$ cat src/rtl/gir_pkg.sv
package gir_pkg;
  localparam int NUM_SRC = 3;
  localparam int BIT_FRAME = 0;
  localparam int BIT_FLUSH = 1;
  localparam int BIT_OOM = 2;

  localparam int OFS_STATUS = 0;
  localparam int OFS_EN_SET = 1;
  localparam int OFS_EN_CLR = 2;
  localparam int OFS_POOL_ADDR = 3;
  localparam int OFS_POOL_SIZE = 4;

  typedef enum logic [2:0] {
    SEL_NONE,
    SEL_STATUS,
    SEL_MASK,
    SEL_ADDR,
    SEL_SIZE
  } rdSel_e;

  typedef struct packed {
    logic ackStatus;
    logic maskSet;
    logic maskClr;
    logic wrAddr;
    logic wrSize;
  } regStrobe_t;
endpackage

$ cat src/rtl/gir_ctrl.sv
module gir_ctrl
  import gir_pkg::*;
#(
  parameter int ADDR_W = 3
) (
  input  logic              regWr,
  input  logic              regRd,
  input  logic [ADDR_W-1:0] regAddr,
  output regStrobe_t        strobe,
  output rdSel_e            rdSel
);
  logic hitStatus, hitSet, hitClr, hitAddr, hitSize;

  always_comb begin
    hitStatus = (regAddr == ADDR_W'(OFS_STATUS));
    hitSet    = (regAddr == ADDR_W'(OFS_EN_SET));
    hitClr    = (regAddr == ADDR_W'(OFS_EN_CLR));
    hitAddr   = (regAddr == ADDR_W'(OFS_POOL_ADDR));
    hitSize   = (regAddr == ADDR_W'(OFS_POOL_SIZE));
  end

  always_comb begin
    strobe.ackStatus = regWr & hitStatus;
    strobe.maskSet   = regWr & hitSet;
    strobe.maskClr   = regWr & hitClr;
    strobe.wrAddr    = regWr & hitAddr;
    strobe.wrSize    = regWr & hitSize;
  end

  always_comb begin
    rdSel = SEL_NONE;
    if (regRd) begin
      if (hitStatus) rdSel = SEL_STATUS;
      else if (hitSet || hitClr) rdSel = SEL_MASK;
      else if (hitAddr) rdSel = SEL_ADDR;
      else if (hitSize) rdSel = SEL_SIZE;
    end
  end

  // Decoded write strobes never target two registers at once.
  always_comb begin
    if (regWr) begin
      assert ($onehot0({strobe.ackStatus, strobe.maskSet, strobe.maskClr,
                        strobe.wrAddr, strobe.wrSize}))
        else $error("AST_STROBE_ONEHOT");
    end
  end
endmodule

$ cat src/rtl/gir_datapath.sv
module gir_datapath
  import gir_pkg::*;
#(
  parameter int DATA_W = 32
) (
  input  logic              clk,
  input  logic              rstN,
  input  regStrobe_t        strobe,
  input  rdSel_e            rdSel,
  input  logic [DATA_W-1:0] regWdata,
  output logic [DATA_W-1:0] regRdata,
  input  logic              evtFrameDone,
  input  logic              evtFlushDone,
  input  logic              poolExhausted,
  output logic              irqOut
);
  localparam int PAD_W = DATA_W - NUM_SRC;

  logic [NUM_SRC-1:0] enMask;
  logic [NUM_SRC-1:0] eventIn;
  logic [NUM_SRC-1:0] latched;
  logic [NUM_SRC-1:0] statusVec;
  logic [NUM_SRC-1:0] setBits, clrBits, ackBits;
  logic               poolHeld;
  logic [DATA_W-1:0]  poolAddr, poolSize;
  logic               irqQ;

  always_comb begin
    eventIn            = '0;
    eventIn[BIT_FRAME] = evtFrameDone;
    eventIn[BIT_FLUSH] = evtFlushDone;
    setBits = strobe.maskSet   ? regWdata[NUM_SRC-1:0] : '0;
    clrBits = strobe.maskClr   ? regWdata[NUM_SRC-1:0] : '0;
    ackBits = strobe.ackStatus ? regWdata[NUM_SRC-1:0] : '0;
  end

  // Event-latched pending bits; the out-of-memory slot is level-driven.
  for (genvar i = 0; i < NUM_SRC; i++) begin : g_src
    if (i == BIT_OOM) begin : g_level
      always_ff @(posedge clk) latched[i] <= 1'b0;
      assign statusVec[i] = ~poolHeld;
    end else begin : g_latch
      always_ff @(posedge clk) begin
        if (!rstN) latched[i] <= 1'b0;
        else       latched[i] <= eventIn[i] | (latched[i] & ~ackBits[i]);
      end
      assign statusVec[i] = latched[i];
    end
  end

  always_ff @(posedge clk) begin
    if (!rstN) begin
      enMask   <= '0;
      poolHeld <= 1'b0;
      poolAddr <= '0;
      poolSize <= '0;
      irqQ     <= 1'b0;
    end else begin
      enMask <= (enMask | setBits) & ~clrBits;
      if (poolExhausted)     poolHeld <= 1'b0;
      else if (strobe.wrSize) poolHeld <= 1'b1;
      if (strobe.wrAddr) poolAddr <= regWdata;
      if (strobe.wrSize) poolSize <= regWdata;
      irqQ <= |(statusVec & enMask);
    end
  end

  assign irqOut = irqQ;

  always_comb begin
    unique case (rdSel)
      SEL_STATUS: regRdata = {{PAD_W{1'b0}}, statusVec};
      SEL_MASK:   regRdata = {{PAD_W{1'b0}}, enMask};
      SEL_ADDR:   regRdata = poolAddr;
      SEL_SIZE:   regRdata = poolSize;
      default:    regRdata = '0;
    endcase
  end

  AST_MASK_SET: assert property (@(posedge clk) disable iff (!rstN)
    strobe.maskSet |=> ((enMask & $past(regWdata[NUM_SRC-1:0])) == $past(regWdata[NUM_SRC-1:0]))) else $error("AST_MASK_SET");
  AST_MASK_CLR: assert property (@(posedge clk) disable iff (!rstN)
    strobe.maskClr |=> ((enMask & $past(regWdata[NUM_SRC-1:0])) == '0)) else $error("AST_MASK_CLR");
  AST_EVT_WINS: assert property (@(posedge clk) disable iff (!rstN)
    evtFlushDone |=> statusVec[BIT_FLUSH]) else $error("AST_EVT_WINS");
  AST_OOM_STICKY: assert property (@(posedge clk) disable iff (!rstN)
    (statusVec[BIT_OOM] && !strobe.wrSize) |=> statusVec[BIT_OOM]) else $error("AST_OOM_STICKY");
  AST_IRQ_FOLLOWS: assert property (@(posedge clk) disable iff (!rstN)
    1'b1 |=> (irqOut == $past(|(statusVec & enMask)))) else $error("AST_IRQ_FOLLOWS");
endmodule

$ cat src/rtl/gpu_irq_regs.sv
module gpu_irq_regs
  import gir_pkg::*;
#(
  parameter int DATA_W = 32,
  parameter int ADDR_W = 3
) (
  input  logic              clk,
  input  logic              rstN,
  input  logic              regWr,
  input  logic              regRd,
  input  logic [ADDR_W-1:0] regAddr,
  input  logic [DATA_W-1:0] regWdata,
  output logic [DATA_W-1:0] regRdata,
  input  logic              evtFrameDone,
  input  logic              evtFlushDone,
  input  logic              poolExhausted,
  output logic              irqOut
);
  regStrobe_t strobe;
  rdSel_e     rdSel;

  gir_ctrl #(.ADDR_W(ADDR_W)) i_ctrl (
    .regWr(regWr), .regRd(regRd), .regAddr(regAddr),
    .strobe(strobe), .rdSel(rdSel)
  );

  gir_datapath #(.DATA_W(DATA_W)) i_dp (
    .clk(clk), .rstN(rstN), .strobe(strobe), .rdSel(rdSel),
    .regWdata(regWdata), .regRdata(regRdata),
    .evtFrameDone(evtFrameDone), .evtFlushDone(evtFlushDone),
    .poolExhausted(poolExhausted), .irqOut(irqOut)
  );
endmodule

$ cat config.mk
export PLATFORM = sky130hd
export DESIGN_NAME = gpu_irq_regs
export DESIGN_NICKNAME = d
export VERILOG_FILES = /design/src/rtl/gir_pkg.sv /design/src/rtl/gir_ctrl.sv /design/src/rtl/gir_datapath.sv /design/src/rtl/gpu_irq_regs.sv
export SDC_FILE = /design/constraint.sdc
export NUM_CORES = 1
export LEC_CHECK = 0
export ABC_AREA = 1
export BUFFER_PORTS_ARGS = -buffer_cell sky130_fd_sc_hd__buf_2
export CAP_MARGIN = 30
export CORE_MARGIN = 2
export CORE_UTILIZATION = 48
export CTS_CLUSTER_SIZE = 14
export DETAILED_ROUTE_END_ITERATION = 12
export GPL_TIMING_DRIVEN = 0
export PLACE_DENSITY = 0.76
export SETUP_SLACK_MARGIN = 0.02
export SLEW_MARGIN = 20
export SYNTH_ARGS = -nofsm -noshare
export SYNTH_HDL_FRONTEND = slang
export SYNTH_HIERARCHICAL = 1
export SYNTH_SLANG_ARGS = --single-unit
export TNS_END_PERCENT = 1
$ cat constraint.sdc
create_clock -name clk -period 1.1 [get_ports clk]
set_input_delay 0.055 -clock clk [delete_from_list [all_inputs] [get_ports clk]]
set_output_delay 0.055 -clock clk [all_outputs]
set_load 0.05 [all_outputs]
==> key figures, run 1 <==
Status
  • Status: finished, violations left
  • Failing checks: setup timing

Critical path
  • Critical Path RT: 1040 ps
  • Max Fanout on Critical Path: 6
  • Worst setup EP type: output pin
  • Worst-path cell with the longest stage delay: a21oi_4
  • Crit path kind: in2out
  • Worst Path Buf+Inv: 5
  • Crit start category: primary input
  • CP max stage delay: 190 ps
  • Arrival @ worst endpoint: 1390 ps
  • Critical path's top delay family: buffers and inverters
  • Crit-path cells: buf_8 > nor2_4 > nand2_2 > a21oi_4 > inv_2 > nor2_4 > buf_12 > buf_4 > nand3_2 > nand2_4 > buf_8

Power and ir drop
  • Total power: 5.336 mW
  • Worst VDD drop: 1.127 mV
  • PD cells: 1079 nW/um2
  • P_leak: 2.214 nW

Global route
  • Total GRT Usage: 31.31%
  • GRT overflow: 0
  • Largest net degree at the start of global routing: 15
  • Global-route wire length before repair: 17.92 mm
  • Initial antenna violation count: 0
  • Number of global-route vias before repair: 3743

Routing
  • Drt wl/cell: 16.72 um
  • Final wirelength: 11.21 mm
  • Drt drc: 0
  • Via count: 3748
  • Post-DRT Antenna Nets: 0
  • Vias per cell: 5.594
  • DRT iter0 DRCs: 326
  • DR pass1 iterations: 5

Floorplan
  • Io pins: 75
  • DIE WIDTH: 84.82 um
  • Initial Util: 49.38%
  • Core Region: 6350 um2
  • FP Rows: 29
  • Die area: 7194 um2
  • Floorplan die height: 84.82 um

Yosys
  • Syn Std Cell Area: 3136 um2
  • Post-synthesis sequential area ratio: 45.33%
  • #FFs+latches synth: 71
  • Syn Inst Count: 459
  • Unique masters post-synth: 22
  • Syn Nets: 501
  • Yosys warns: 6
  • Synth area leaders: dfxtp_1, nor2_1, nand3_1, o21ai_0, nand2_1
  • Post-synth top area share: 45.33%
  • Syn Area/Cell: 6.831 um2
  • Synth area leader: dfxtp_1

Job
  • Max-cap check violation count: 0

Timing
  • Hold Violations, Final: 0
  • Slew Viols, Final: 0
  • Final WS setup: -341.1 ps
  • F_max: 693.9 MHz
  • Least-Margin Pin Slew: 585.8 ps
  • Setup Skew: 0.2501 ps
  • # setup viols final: 62
  • Crit path time final: 1441 ps
  • RSZ-0062 raised after global routing: yes
  • Tcrit/Tclk final: 131.0%
  • Slew HR: 60.74%

CTS
  • CTS Buffer Depth: 2
  • H-tree Lvls: 3
  • Reg clk slew, reported paths: 80 ps
  • Clock sinks: 71
  • TritonCTS clock tree: done
  • Clk_lat worst skew: 340 ps
  • Root buffer cell: clkbuf_8
  • Total CTS buffers: 9

Layout
  • Final #Nets: 630
  • ANT cells: 0
  • Fin area: 4946 um2
  • Area grow syn2layout: 57.74%
  • Ratio of cells with drive above 1 in the final layout: 31.53%

Place
  • Detail Placement HPWL: 6.517 mm
  • GPL Wtd Cong: 0.8239
  • Placed inst area: 3822 um2
  • Port bufs: 73

Min path
  • Hold WC Path Type: in2reg
==> area by class of cell <==
cell class	count	area (um2)
Buffer	33	201.4
Clock buffer	9	123.9
Clock inverter	7	57.56
Fill cell	424	1404
Inverter	23	88.84
Multi-Input combinational cell	332	1809
Sequential cell	71	1421
Tap cell	77	96.34
Timing Repair Buffer	118	1147
==> what timing repair did <==
| item | in CTS | in global routing |
|---|---|---|
| setup buffers | 6 | 1 |
| gates cloned | 3 | 0 |
| pin swaps | 5 | 2 |
| resized for setup | 137 | 12 |
| endpoints found under the hold margin | 65 | 0 |
| hold buffers | 35 | 0 |
| endpoints found under the setup margin | 96 | 94 |
==> report_power, final <==
group,total (mW),switching (mW),internal (mW)
clock network,1.88,1.04,0.835
registers,2.71,0.0547,2.66
logic,0.744,0.427,0.317
==> tightest hold or removal path, delay by kind of cell <==
kind,cells,cell delay [ps]
compound gates,1,90
buf+inv,1,160
simple gates,1,40
==> per-layer routing <==
metal,wire length [um],GRT usage [%],up-vias
met2,5675,56.19,194
met1,4392,37.13,1774
li1,-,-,1756
met3,932,7.490,24
met5,0,0,-
met4,204,9.235,0
==> cell usage after synthesis, drive strengths merged <==
| cell | count |
|---|---|
| nand4 | 6 |
| nand2 | 49 |
| dfxtp | 71 |
| nor3 | 4 |
| a31oi | 1 |
| clkbuf | 17 |
| nor2 | 129 |
| a211oi | 1 |
| buf | 16 |
| nand3 | 66 |
| a21oi | 10 |
| inv | 23 |
| o21ai | 66 |
==> state kept, by name, indices dropped and copies added, names as in the netlist <==
| name | flops |
|---|---|
| i_dp/enMask | 3 |
| i_dp/irqOut | 1 |
| i_dp/latched | 2 |
| i_dp/poolAddr | 32 |
| i_dp/poolHeld | 1 |
| i_dp/poolSize | 32 |
==> metrics by stage <==
step	utilization (%)	setup TNS (ps)	hold slack [ps]	cells	worst slack (ps)
after floorplan	-	-1688	133.5	459	-76.53
after global placement	60.20	-46840	234.4	609	-627.5
after detailed placement	60.20	-51380	238.2	609	-696.8
after CTS	77.06	-14580	28.63	669	-296.8
after global routing	77.89	-18110	52.49	670	-376.1
final	77.89	-15080	43.99	670	-341.1
==> cell usage in the layout, fill, tap and decap left out, types with 3 or more instances in the layout <==
| master | Yosys | layout |
|---|---|---|
| clkbuf_8 | 0 | 9 |
| nand2_4 | 0 | 21 |
| buf_6 | 0 | 6 |
| nand2_1 | 48 | 15 |
| a21oi_1 | 9 | 9 |
| nand4_1 | 6 | 6 |
| inv_2 | 3 | 3 |
| nand2_2 | 1 | 13 |
| nand3_2 | 0 | 21 |
| o21ai_1 | 3 | 3 |
| dlygate4sd3_1 | 0 | 35 |
| buf_8 | 0 | 34 |
| dfxtp_1 | 71 | 71 |
| clkinvlp_4 | 0 | 3 |
| inv_1 | 20 | 19 |
| nor2_4 | 1 | 4 |
| nand3_1 | 66 | 44 |
| clkinv_4 | 0 | 3 |
| o21ai_0 | 63 | 63 |
| clkbuf_4 | 0 | 4 |
| buf_2 | 11 | 45 |
| clkbuf_1 | 17 | 12 |
| nor2_1 | 126 | 125 |
| buf_4 | 3 | 12 |
==> kinds of logic after synthesis <==
logic type	after synthesis	synth area share (%)
AND/OR/NAND/NOR	254	34.48
buffers and inverters	56	7.502
flip-flops	71	45.33
AO/OA/AOI/OAI	78	12.69
==> final timing paths <==
path,start,depth (start not counted),endpoint,slack (ps)
max reg2reg,i_dp/poolAddr[23],2,i_dp/poolAddr[23],330
min,rstN,3,i_dp/poolAddr[12],40
max,regAddr[1],11,regRdata[25],-340
min reg2reg,i_dp/poolSize[26],2,i_dp/poolSize[26],500
Power figures use the tool's default switching activity.
==> run 2, diff against run 1 <==
MAX_ROUTING_LAYER = met4   (was not set)
==> run 2 against run 1 <==
Against the previous run:
- the run still ends with setup timing left
- sequential power barely moved
- sequential share of layout area is the same
- first-iteration DRC count is 5.8% higher
- clock power about the same
- clock skew is essentially flat
- routed wire length is essentially flat
- worst hold slack gained 4.9 ps
- critical endpoint is now regRdata[23]
==> key figures, run 2 (synthesized netlist as in run 1, its figures left out) <==
Status
  • Status: finished, violations left
  • Failing checks: setup timing

Timing
  • Hold Violations, Final: 0 (unchanged)
  • # setup viols final: 63 (+1.6%)
  • F_max: 691.8 MHz (-0.31%)
  • Setup Skew: 0.2906 ps (+0.04050 ps)
  • RSZ-0062 raised after global routing: yes
  • Least-Margin Pin Slew: 590.1 ps (+4.278 ps)
  • Tcrit/Tclk final: 131.4% (+0.41 points)
  • Final WS setup: -345.5 ps (-4.476 ps)
  • Slew Viols, Final: 0 (unchanged)
  • Crit path time final: 1446 ps (+4.476 ps)
  • Slew HR: 60.45% (-0.29 points)

Global route
  • Largest net degree at the start of global routing: 15 (unchanged)
  • Global-route wire length before repair: 17.91 mm (about the same)
  • Initial antenna violation count: 0 (unchanged)
  • GRT overflow: 0 (unchanged)
  • Total GRT Usage: 32.29% (+0.98 points)
  • Number of global-route vias before repair: 3738 (-0.13%)

Min path
  • Hold Path Origin: rstN
  • Min-Delay Path Depth: 3 (unchanged)
  • Hold Path End: i_dp/poolAddr[12]
  • Hold WC Path Type: in2reg

Routing
  • DRT iter0 DRCs: 345 (+5.8%)
  • Max Used Layer: met4
  • DR pass1 iterations: 5 (unchanged)
  • Post-DRT Antenna Nets: 0 (unchanged)
  • Drt wl/cell: 16.74 um (about the same)
  • Via count: 3779 (+0.83%)
  • M1 WL: 4.358 mm (-0.77%)
  • Total length of routed met3 wires: 928 um (-0.43%)
  • Vias per cell: 5.640 (+0.83%)
  • Drt drc: 0 (unchanged)
  • Met2 Wirelength: 5.694 mm (+0.33%)
  • Final wirelength: 11.22 mm (about the same)

Layout
  • Top Registers: i_dp/poolAddr (32), i_dp/poolSize (32), i_dp/enMask (3)
  • Most common cell after layout, fill and taps aside: nor2_1
  • Most frequent cells in the layout: nor2_1, dfxtp_1, o21ai_0
  • Final #Nets: 630 (unchanged)
  • Area grow syn2layout: 57.74% (unchanged)
  • Ratio of cells with drive above 1 in the final layout: 31.53% (unchanged)
  • ANT cells: 0 (unchanged)

Critical path
  • Max Fanout on Critical Path: 6 (unchanged)
  • Worst setup EP type: output pin
  • Crit start category: primary input
  • RR Endpoint: i_dp/poolAddr[23]
  • Reg-to-Reg Start: i_dp/poolAddr[23]
  • Crit path kind: in2out
  • Arrival @ worst endpoint: 1390 ps (about the same)
  • Critical Path RT: 1040 ps (about the same)
  • Reg-to-reg slack, setup: 350 ps (+20 ps)
  • Worst reg2reg path depth: 2 (unchanged)

CTS
  • TritonCTS clock tree: done
  • Reg clk slew, reported paths: 80 ps (about the same)
  • Clk_lat worst skew: 340 ps (about the same)
  • Root buffer cell: clkbuf_8
  • H-tree Lvls: 3 (unchanged)
  • Total CTS buffers: 9 (unchanged)
  • Clock sinks: 71 (unchanged)
  • CTS Buffer Depth: 2 (unchanged)

Floorplan
  • FP Rows: 29 (unchanged)
  • Core Region: 6350 um2 (unchanged)
  • Io pins: 75 (unchanged)
  • Floorplan die height: 84.82 um (unchanged)
  • DIE WIDTH: 84.82 um (unchanged)
  • Initial Util: 49.38% (unchanged)
  • Die area: 7194 um2 (unchanged)

Job
  • Max-cap check violation count: 0 (unchanged)

Place
  • DP Worst Slack: -696.8 ps (unchanged)
  • Port bufs: 73 (unchanged)
  • Detail Placement HPWL: 6.517 mm (unchanged)
  • GPL Wtd Cong: 0.8364 (+1.5%)

Power and ir drop
  • Comb power frac: 14.0% (about the same)
  • Total power: 5.336 mW (about the same)
  • Worst VDD drop: 1.124 mV (-0.23%)
  • P_leak: 2.214 nW (unchanged)
  • Internal power: 3.810 mW (about the same)
  • Sequential share of power: 50.8% (about the same)
  • Sw Ratio: 28.60% (about the same)
  • Clk pwr share: 35.2% (about the same)
  • Switch Pwr: 1.526 mW (about the same)
  • PD cells: 1079 nW/um2 (about the same)
run 2: critical path, cell delays in order:
cell and delay (ps):
buf_8 110, nor2_4 140, nand2_2 90, a21oi_4 190, inv_2 70, nor2_4 110, buf_12 140, buf_4 170
nand3_2 90, nand2_4 80, buf_8 140
run 2: layer usage:
metal	track usage [%]	up-vias
li1	-	1755
met1	37.50	1781
met3	6.615	27
met2	56.12	216
met4	10.10	0
met5	-	-
run 2: power groups by stage:
stage                     combinational (mW)  clock [mW]  sequential, mW
after floorplan                        0.311           0            2.75
after global placement                 0.508           0            2.76
after detailed placement               0.521           0            2.76
after CTS                              0.705        1.89            2.71
after global routing                   0.796        2.00            2.72
final                                  0.746        1.88            2.71
run 2: area by class of cell:
cell class                      instances  area, um2
Sequential cell                        71       1421
Fill cell                             424       1404
Clock inverter                          7      57.56
Tap cell                               77      96.34
Timing Repair Buffer                  118       1147
Clock buffer                            9      123.9
Buffer                                 33      201.4
Multi-Input combinational cell        332       1809
Inverter                               23      88.84
run 2: worst max-delay path by stage:
stage / startpoint / to / slack (ps) / depth (start not counted)
3_3_place_gp: regAddr[0] / regRdata[31] / -630 / 9
3_5_place_dp: regAddr[0] / regRdata[7] / -700 / 9
5_1_grt: regAddr[1] / regRdata[0] / -380 / 13
4_1_cts: regAddr[2] / regRdata[0] / -300 / 13
6_report: regAddr[1] / regRdata[23] / -350 / 11
2_1_floorplan: regAddr[0] / regRdata[0] / -80 / 10
run 2: timing repair:
item | 4_1_cts | 5_1_grt
pin swaps | 5 | 2
buffers inserted | 6 | 1
endpoints found under the setup margin | 96 | 94
hold endpoints to repair | 65 | 0
resized for setup | 137 | 12
gates cloned | 3 | 0
hold buffers | 35 | 0
run 2: per-stage QoR:
step	hold WS [ps]	instances	setup TNS [ps]	utilization, %	instance area [um2]
after floorplan	133.5	459	-1688	-	3361
after global placement	234.4	609	-46840	60.20	3822
after detailed placement	238.2	609	-51380	60.20	3822
after CTS	28.63	669	-14580	77.06	4893
after global routing	54.19	670	-18190	77.89	4946
final	48.94	670	-15200	77.89	4946
